==> config.mk <==
export PLATFORM = sky130hd
export DESIGN_NAME = vme_slave_decode
export DESIGN_NICKNAME = d
export VERILOG_FILES = /design/src/rtl/vsd_pkg.sv /design/src/rtl/vsd_addr_match.sv /design/src/rtl/vsd_fsm.sv /design/src/rtl/vsd_datapath.sv /design/src/rtl/vme_slave_decode.sv
export SDC_FILE = /design/constraint.sdc
export NUM_CORES = 1
export LEC_CHECK = 0
export ABC_AREA = 1
export ABC_CLOCK_PERIOD_IN_PS = 2800
export BUFFER_PORTS_ARGS = -buffer_cell sky130_fd_sc_hd__buf_4
export CORE_AREA = 2 2 270 272
export CTS_BUF_LIST = sky130_fd_sc_hd__clkbuf_4 sky130_fd_sc_hd__clkbuf_8
export DETAILED_ROUTE_END_ITERATION = 10
export DIE_AREA = 0 0 272 274
export GPL_TIMING_DRIVEN = 0
export HOLD_SLACK_MARGIN = 0.15
export PLACE_DENSITY = 0.48
export SYNTH_ARGS = -nofsm -noshare
export SYNTH_HDL_FRONTEND = slang
export SYNTH_HIERARCHICAL = 1
export SYNTH_SLANG_ARGS = --single-unit
==> constraint.sdc <==
create_clock -name clk -period 2.8 [get_ports clk]
set_input_delay 0.28 -clock clk [delete_from_list [all_inputs] [get_ports clk]]
set_output_delay 0.28 -clock clk [all_outputs]
set_load 0.02 [all_outputs]
==> src/rtl/vsd_pkg.sv <==
package vsd_pkg;

    typedef enum logic [2:0] {
        S_IDLE,
        S_DECODE,
        S_ACK,
        S_REJECT,
        S_BEAT_WAIT
    } vsd_state_t;

    typedef enum logic [2:0] {
        ACC_NONE,
        ACC_CTRL,
        ACC_THR,
        ACC_CHRD,
        ACC_MERGE,
        ACC_BCNT
    } vsd_acc_t;

    localparam logic [5:0] AM_SINGLE = 6'h3D;
    localparam logic [5:0] AM_BLK_A  = 6'h3B;
    localparam logic [5:0] AM_BLK_B  = 6'h3F;

    localparam int CTRL_FIFO_BIT = 9;
    localparam int CTRL_THR_BIT  = 10;
    localparam int CTRL_SAMP_BIT = 11;

    localparam logic [15:0] OFF_CTRL  = 16'h0000;
    localparam logic [15:0] OFF_MERGE = 16'h0100;
    localparam logic [15:0] OFF_BCNT  = 16'h0101;

    localparam int STRIDE_LSB = 8;

endpackage

==> src/rtl/vsd_addr_match.sv <==
module vsd_addr_match
    import vsd_pkg::*;
#(
    parameter int NCH = 32,
    parameter int AW  = 24,
    parameter int IDW = 8,
    parameter int AMW = 6,
    parameter int CIW = 5
) (
    input  logic [AW-1:0]  addr_i,
    input  logic [AMW-1:0] am_i,
    input  logic           write_i,
    input  logic [IDW-1:0] mod_id_i,
    output vsd_acc_t       kind_o,
    output logic [CIW-1:0] ch_idx_o
);
    localparam int OFFW = AW - IDW;
    localparam int CHW  = OFFW - STRIDE_LSB;
    localparam logic [CHW-1:0] NCH_V = CHW'(NCH);

    logic            base_ok;
    logic            is_single;
    logic            is_block;
    logic            chn_ok;
    logic [OFFW-1:0] off;
    logic [CHW-1:0]  chn;

    always_comb begin
        base_ok   = (addr_i[AW-1:OFFW] == mod_id_i);
        off       = addr_i[OFFW-1:0];
        chn       = off[OFFW-1:STRIDE_LSB];
        is_single = (am_i == AM_SINGLE);
        is_block  = (am_i == AM_BLK_A) || (am_i == AM_BLK_B);
        chn_ok    = (off[STRIDE_LSB-1:0] == '0) && (chn != '0) && (chn <= NCH_V);
        kind_o    = ACC_NONE;
        if (base_ok) begin
            if (is_single && write_i && off == OFF_CTRL)
                kind_o = ACC_CTRL;
            else if (is_single && chn_ok)
                kind_o = write_i ? ACC_THR : ACC_CHRD;
            else if (is_block && !write_i && off == OFF_MERGE)
                kind_o = ACC_MERGE;
            else if (is_block && !write_i && off == OFF_BCNT)
                kind_o = ACC_BCNT;
        end
        ch_idx_o = CIW'(chn - CHW'(1));
    end

endmodule

==> src/rtl/vsd_fsm.sv <==
module vsd_fsm
    import vsd_pkg::*;
(
    input  logic     clk,
    input  logic     rst_n,
    input  logic     as_i,
    input  logic     ds_i,
    input  vsd_acc_t kind_i,
    output logic     latch_o,
    output logic     fire_o,
    output logic     dtack_o
);
    vsd_state_t state;
    vsd_state_t nxt;

    always_ff @(posedge clk) begin
        if (!rst_n) state <= S_IDLE;
        else        state <= nxt;
    end

    always_comb begin
        nxt = state;
        unique case (state)
            S_IDLE:      if (as_i && ds_i) nxt = S_DECODE;
            S_DECODE:    nxt = (kind_i == ACC_NONE) ? S_REJECT : S_ACK;
            S_ACK:       if (!ds_i) nxt = (as_i && kind_i == ACC_MERGE) ? S_BEAT_WAIT : S_IDLE;
            S_REJECT:    if (!ds_i) nxt = S_IDLE;
            S_BEAT_WAIT: if (!as_i) nxt = S_IDLE;
                         else if (ds_i) nxt = S_DECODE;
            default:     nxt = S_IDLE;
        endcase
    end

    always_comb begin
        latch_o = (state == S_IDLE) && as_i && ds_i;
        fire_o  = (state == S_DECODE) && (kind_i != ACC_NONE);
        dtack_o = (state == S_ACK);
    end


    dtack_drop_chk: assert property (@(posedge clk) disable iff (!rst_n)
        (dtack_o && !ds_i) |=> !dtack_o);


    dtack_delay_chk: assert property (@(posedge clk) disable iff (!rst_n)
        $rose(dtack_o) |-> $past(as_i && ds_i, 2));

endmodule

==> src/rtl/vsd_datapath.sv <==
module vsd_datapath
    import vsd_pkg::*;
#(
    parameter int NCH      = 32,
    parameter int DW       = 16,
    parameter int SCW      = 10,
    parameter int SAMP_DEF = 1020,
    parameter int CIW      = 5
) (
    input  logic              clk,
    input  logic              rst_n,
    input  logic              fire_i,
    input  vsd_acc_t          kind_i,
    input  logic [CIW-1:0]    ch_idx_i,
    input  logic [DW-1:0]     wdata_i,
    input  logic [NCH*DW-1:0] ch_data_i,
    input  logic [DW-1:0]     merged_data_i,
    output logic [DW-1:0]     rdata_o,
    output logic              fifo_clr_o,
    output logic              thr_clr_o,
    output logic              samp_load_o,
    output logic [SCW-1:0]    samp_count_o,
    output logic [NCH-1:0]    thr_load_o,
    output logic [DW-1:0]     thr_data_o,
    output logic [NCH-1:0]    ch_rd_o,
    output logic              merged_rd_o
);
    logic [DW-1:0]  ch_words [NCH];
    logic [NCH-1:0] ch_hit;
    logic [DW-1:0]  beat_cnt;

    for (genvar g = 0; g < NCH; g++) begin : g_chan
        assign ch_words[g] = ch_data_i[g*DW +: DW];
        assign ch_hit[g]   = (ch_idx_i == CIW'(g));
    end

    always_ff @(posedge clk) begin
        if (!rst_n) begin
            rdata_o      <= '0;
            fifo_clr_o   <= 1'b0;
            thr_clr_o    <= 1'b0;
            samp_load_o  <= 1'b0;
            samp_count_o <= SCW'(SAMP_DEF);
            thr_load_o   <= '0;
            thr_data_o   <= '0;
            ch_rd_o      <= '0;
            merged_rd_o  <= 1'b0;
            beat_cnt     <= '0;
        end else begin
            fifo_clr_o  <= 1'b0;
            thr_clr_o   <= 1'b0;
            samp_load_o <= 1'b0;
            thr_load_o  <= '0;
            ch_rd_o     <= '0;
            merged_rd_o <= 1'b0;
            if (fire_i) begin
                unique case (kind_i)
                    ACC_CTRL: begin
                        fifo_clr_o  <= wdata_i[CTRL_FIFO_BIT];
                        thr_clr_o   <= wdata_i[CTRL_THR_BIT];
                        samp_load_o <= wdata_i[CTRL_SAMP_BIT];
                        if (wdata_i[CTRL_SAMP_BIT]) samp_count_o <= wdata_i[SCW-1:0];
                        if (wdata_i[CTRL_FIFO_BIT]) beat_cnt <= '0;
                    end
                    ACC_THR: begin
                        thr_load_o <= ch_hit;
                        thr_data_o <= wdata_i;
                    end
                    ACC_CHRD: begin
                        ch_rd_o <= ch_hit;
                        rdata_o <= ch_words[ch_idx_i];
                    end
                    ACC_MERGE: begin
                        merged_rd_o <= 1'b1;
                        rdata_o     <= merged_data_i;
                        beat_cnt    <= beat_cnt + 1'b1;
                    end
                    ACC_BCNT: rdata_o <= beat_cnt;
                    default: ;
                endcase
            end
        end
    end


    samp_hold_chk: assert property (@(posedge clk) disable iff (!rst_n)
        (samp_count_o != $past(samp_count_o)) |-> samp_load_o);

endmodule

==> src/rtl/vme_slave_decode.sv <==
module vme_slave_decode
    import vsd_pkg::*;
#(
    parameter int NCH      = 32,
    parameter int DW       = 16,
    parameter int AW       = 24,
    parameter int IDW      = 8,
    parameter int AMW      = 6,
    parameter int SCW      = 10,
    parameter int SAMP_DEF = 1020
) (
    input  logic              clk,
    input  logic              rst_n,
    input  logic              as_i,
    input  logic              ds_i,
    input  logic              write_i,
    input  logic [AMW-1:0]    am_i,
    input  logic [AW-1:0]     addr_i,
    input  logic [DW-1:0]     wdata_i,
    input  logic [IDW-1:0]    mod_id_i,
    input  logic [NCH*DW-1:0] ch_data_i,
    input  logic [DW-1:0]     merged_data_i,
    output logic [DW-1:0]     rdata_o,
    output logic              dtack_o,
    output logic              fifo_clr_o,
    output logic              thr_clr_o,
    output logic              samp_load_o,
    output logic [SCW-1:0]    samp_count_o,
    output logic [NCH-1:0]    thr_load_o,
    output logic [DW-1:0]     thr_data_o,
    output logic [NCH-1:0]    ch_rd_o,
    output logic              merged_rd_o
);
    localparam int CIW = (NCH > 1) ? $clog2(NCH) : 1;

    logic [AW-1:0]  addr_q;
    logic [AMW-1:0] am_q;
    logic           write_q;
    logic [DW-1:0]  wdata_q;
    logic           latch;
    logic           fire;
    vsd_acc_t       kind;
    logic [CIW-1:0] ch_idx;

    always_ff @(posedge clk) begin
        if (!rst_n) begin
            addr_q  <= '0;
            am_q    <= '0;
            write_q <= 1'b0;
            wdata_q <= '0;
        end else if (latch) begin
            addr_q  <= addr_i;
            am_q    <= am_i;
            write_q <= write_i;
            wdata_q <= wdata_i;
        end
    end

    vsd_addr_match #(.NCH(NCH), .AW(AW), .IDW(IDW), .AMW(AMW), .CIW(CIW)) u_match (
        .addr_i   (addr_q),
        .am_i     (am_q),
        .write_i  (write_q),
        .mod_id_i (mod_id_i),
        .kind_o   (kind),
        .ch_idx_o (ch_idx)
    );

    vsd_fsm u_fsm (
        .clk     (clk),
        .rst_n   (rst_n),
        .as_i    (as_i),
        .ds_i    (ds_i),
        .kind_i  (kind),
        .latch_o (latch),
        .fire_o  (fire),
        .dtack_o (dtack_o)
    );

    vsd_datapath #(.NCH(NCH), .DW(DW), .SCW(SCW), .SAMP_DEF(SAMP_DEF), .CIW(CIW)) u_dp (
        .clk           (clk),
        .rst_n         (rst_n),
        .fire_i        (fire),
        .kind_i        (kind),
        .ch_idx_i      (ch_idx),
        .wdata_i       (wdata_q),
        .ch_data_i     (ch_data_i),
        .merged_data_i (merged_data_i),
        .rdata_o       (rdata_o),
        .fifo_clr_o    (fifo_clr_o),
        .thr_clr_o     (thr_clr_o),
        .samp_load_o   (samp_load_o),
        .samp_count_o  (samp_count_o),
        .thr_load_o    (thr_load_o),
        .thr_data_o    (thr_data_o),
        .ch_rd_o       (ch_rd_o),
        .merged_rd_o   (merged_rd_o)
    );


    strobe_excl_chk: assert property (@(posedge clk) disable iff (!rst_n)
        $onehot0({merged_rd_o, ch_rd_o, thr_load_o}));


    side_with_ack_chk: assert property (@(posedge clk) disable iff (!rst_n)
        (fifo_clr_o || thr_clr_o || samp_load_o || merged_rd_o || (|ch_rd_o) || (|thr_load_o))
        |-> (dtack_o && !$past(dtack_o)));


    ctrl_pulse_chk: assert property (@(posedge clk) disable iff (!rst_n)
        (fifo_clr_o || thr_clr_o || samp_load_o) |=> !(fifo_clr_o || thr_clr_o || samp_load_o));


    ack_base_chk: assert property (@(posedge clk) disable iff (!rst_n)
        $rose(dtack_o) |-> (addr_q[AW-1:AW-IDW] == mod_id_i));

endmodule

==> impl_metrics.yaml <==
global_routing:
  first_global_vias: 16825
  gr-total-overflow: 0
  grt_pass1_wl_mm: 112
  grt_antenna_before_repair: 5
  grt_usage_pct: 20.8
  grt_max_degree: 18
clock_tree:
  insertion_delay_ns: 0.50
  clock_path_buffers: 2
  cts_root_buf: "clkbuf_8"
  cts.clk_slew.worst_paths_ns: 0.10
  cts_buffers: 17
  htree_levels: 4
  cts_tree: "yes"
  cts.sinks: 176
timing:
  slew_headroom_pct: 52.5
  skew_ns: 0.0156
  slew_violations: 0
  tightest_slew_ns: 0.712
  period_share_pct: 94.4
  fin_ws_ns: 0.158
  max_freq_ghz: 0.378
  fin_crit_ns: 2.64
  final.setup.tns_ns: 0
  hold_violations: 0
  finalSetupViolations: 0
finish:
  multiInputGateArea_sq_um: 7980
  fillers: 8429
  seq_area_sq_um: 3530
  postLayoutCellArea_sq_um: 20300
  drive_above_1_share_pct: 29.6
  synthToLayoutAreaGrowth_pct: 64.9
  nets: 3702
logic_synthesis:
  synth-compound-area-share_pct: 5.41
  yosysUniqueCellTypes: 32
  synth_nets: 2905
  synthFlopType: "dfxtp_1"
  yosysTopAreaCell: "nand2_1"
  yosysWarningCount: 6
  synth_top_family_by_area: "simple AND/OR/NAND/NOR gates"
  ys_seq_elements: 176
  avgSynthCellArea_sq_um: 5.33
  ys_seq_area_share_pct: 28.6
  synthSimpleGateAreaFrac_pct: 56.4
  syn-instance-count: 2314
  synth_commonest_cells: "nand2_1 (1235), nor2_1 (349), dfxtp_1 (176)"
  synthAdderAreaFrac_pct: 0.406
  yosysMostFrequentCell: "nand2_1"
  synth.area.mux_share_pct: 0
  synth_edf_count: 0
  synth-xor-area-share_pct: 0.782
  syn-cell-area_sq_um: 12300
  synth_top_area_share_pct: 37.6
  synthArstFlopShare_pct: 0
  ys_top_cells_by_area: "nand2_1 (38%), dfxtp_1 (29%), nor2_1 (11%), nand3_1 (5.2%), inv_1 (2.9%)"
pwr:
  powerDensity_nw_per_um2: 649
  ir_worst_vdd_mv: 0.319
  p_leak_nw: 10.7
die:
  ioPinCount: 698
  fp.coreArea_sq_um: 72000
  die_height_um: 274
  num_rows: 99
  initial_core_util_pct: 17.1
  die_x_um: 272
  dieArea_sq_um: 74500
routing:
  drtIter0Drc: 813
  drc_errors: 0
  dr.pass1.iters: 5
  drt-total-wl_mm: 80.2
  num_vias: 16792
  wl_per_cell_um: 19.6
  viasPerCell: 4.11
  postRouteAntennaNets: 0
placed_design:
  place_area_sq_um: 18800
  numPortBuffers: 697
  hpwl_mm: 68.6
  dp_slack_ns: -0.994
  place.gp.congestion: 0.943
worst_hold_path:
  min_path_type: "primary input to register"
status:
  status: "finished clean"
setup_path:
  start_kind: "register"
  worst-setup-path-type: "register to register"
  crit_path_max_fanout: 10
  required_ns: 3.18
  arrival_ns: 3.02
  end_kind: "register"
flow_run:
  drv_cap: 0
[worst max-delay path, cell delays in order, from the launching register on]
cell and delay, ns:
dfxtp_2 0.35, inv_2 0.09, ha_2 0.18, nand3_1 0.07, nor2_1 0.09, nand2_1 0.08
nor2_2 0.15, nor2_2 0.07, a21oi_4 0.17, inv_1 0.05, nand2_1 0.08, nor2_1 0.08
nor2_4 0.13, buf_12 0.14, inv_2 0.04, a21oi_4 0.12, inv_2 0.08, buf_6 0.15
a211oi_4 0.26, a21oi_1 0.11
[path summary, 6_finish.rpt]
kind	from	endpoint	slack (ns)	depth (start not counted)
max	addr_q[9]	u_dp/rdata_o[2]	0.16	19
min	ch_data_i[58]	u_dp/rdata_o[10]	0.45	7
max reg2reg	addr_q[9]	u_dp/rdata_o[2]	0.16	19
min reg2reg	am_q[4]	am_q[4]	0.48	2
[registers in the layout (all words and copies together) (netlist names), 3 cells and up]
name	flops
addr_q	24
am_q	6
u_dp/beat_cnt	16
u_dp/ch_rd_o	32
u_dp/rdata_o	16
u_dp/samp_count_o	10
u_dp/thr_data_o	16
u_dp/thr_load_o	32
u_fsm/state	3
wdata_q	16
[final cells by class]
type                       count  share of cell area, %
buffer                       134                   3.49
timing repair buffer         778                   29.7
sequential                   176                   17.4
antenna                        2                 0.0246
clock inverter                14                   1.07
inverter                     105                   1.99
clock buffer                  18                   1.19
multi-input combinational   1899                   39.3
tap                          959                   5.90
[power breakdown]
part | leakage, nW | internal (mW) | total, mW | switching (mW)
registers | 1.43 | 2.66 | 2.79 | 0.133
logic | 9.03 | 2.54 | 8.33 | 5.79
clock network | 0.223 | 1.02 | 2.08 | 1.06
total | 10.7 | 6.22 | 13.2 | 6.98
[per-layer routing]
layer	GRT usage (%)	part of all wire, %	vias up
met5	0	0.034	-
met4	3.22	1.3	4
met3	3.65	5.0	41
met2	38.4	50	471
met1	25.4	44	7627
li1	-	-	8649
[layout by cell type (no fill, tap or decap), types with 11 or more instances in the layout]
cell and n:
a211oi_1 14, a21oi_1 61, buf_2 64, buf_4 727
clkbuf_1 26, clkbuf_2 11, clkbuf_8 17, dfxtp_1 172
dlygate4sd3_1 67, inv_1 89, nand2_1 1229, nand3_1 124
nand4_1 11, nor2_1 330, nor2_2 21, nor2_4 15
nor3_1 11, o21ai_0 38
[cell families after synthesis]
family / count (synthesis)
AND/OR/NAND/NOR: 1763
buffers and inverters: 239
flip-flops: 176
AO/OA/AOI/OAI: 121
XOR/XNOR: 11
adder cells (fa/ha/maj): 4
[metrics by stage]
| stage | hold WS, ns | utilization, % | power [mW] | std cells |
|---|---|---|---|---|
| after detailed placement | 0.463 | 26.1 | 11.2 | 3970 |
| after global routing | 0.474 | 28.2 | 14.3 | 4083 |
| after floorplan | 0.415 | - | 7.14 | 2314 |
| final | 0.452 | 28.2 | 13.2 | 4085 |
| after global placement | 0.459 | 26.1 | 11.2 | 3970 |
| after CTS | 0.426 | 28.0 | 13.6 | 4076 |
[what timing repair did]
| action | CTS | global route |
|---|---|---|
| setup endpoints to repair | 123 | 76 |
| gates resized for setup | 69 | 29 |
| buffers inserted | 7 | 7 |
| cloned | 0 | 0 |
| hold buffers | 67 | 0 |
| pin swaps | 4 | 9 |
| hold endpoints to repair | 66 | 0 |
(Power assumes the default switching activity.)
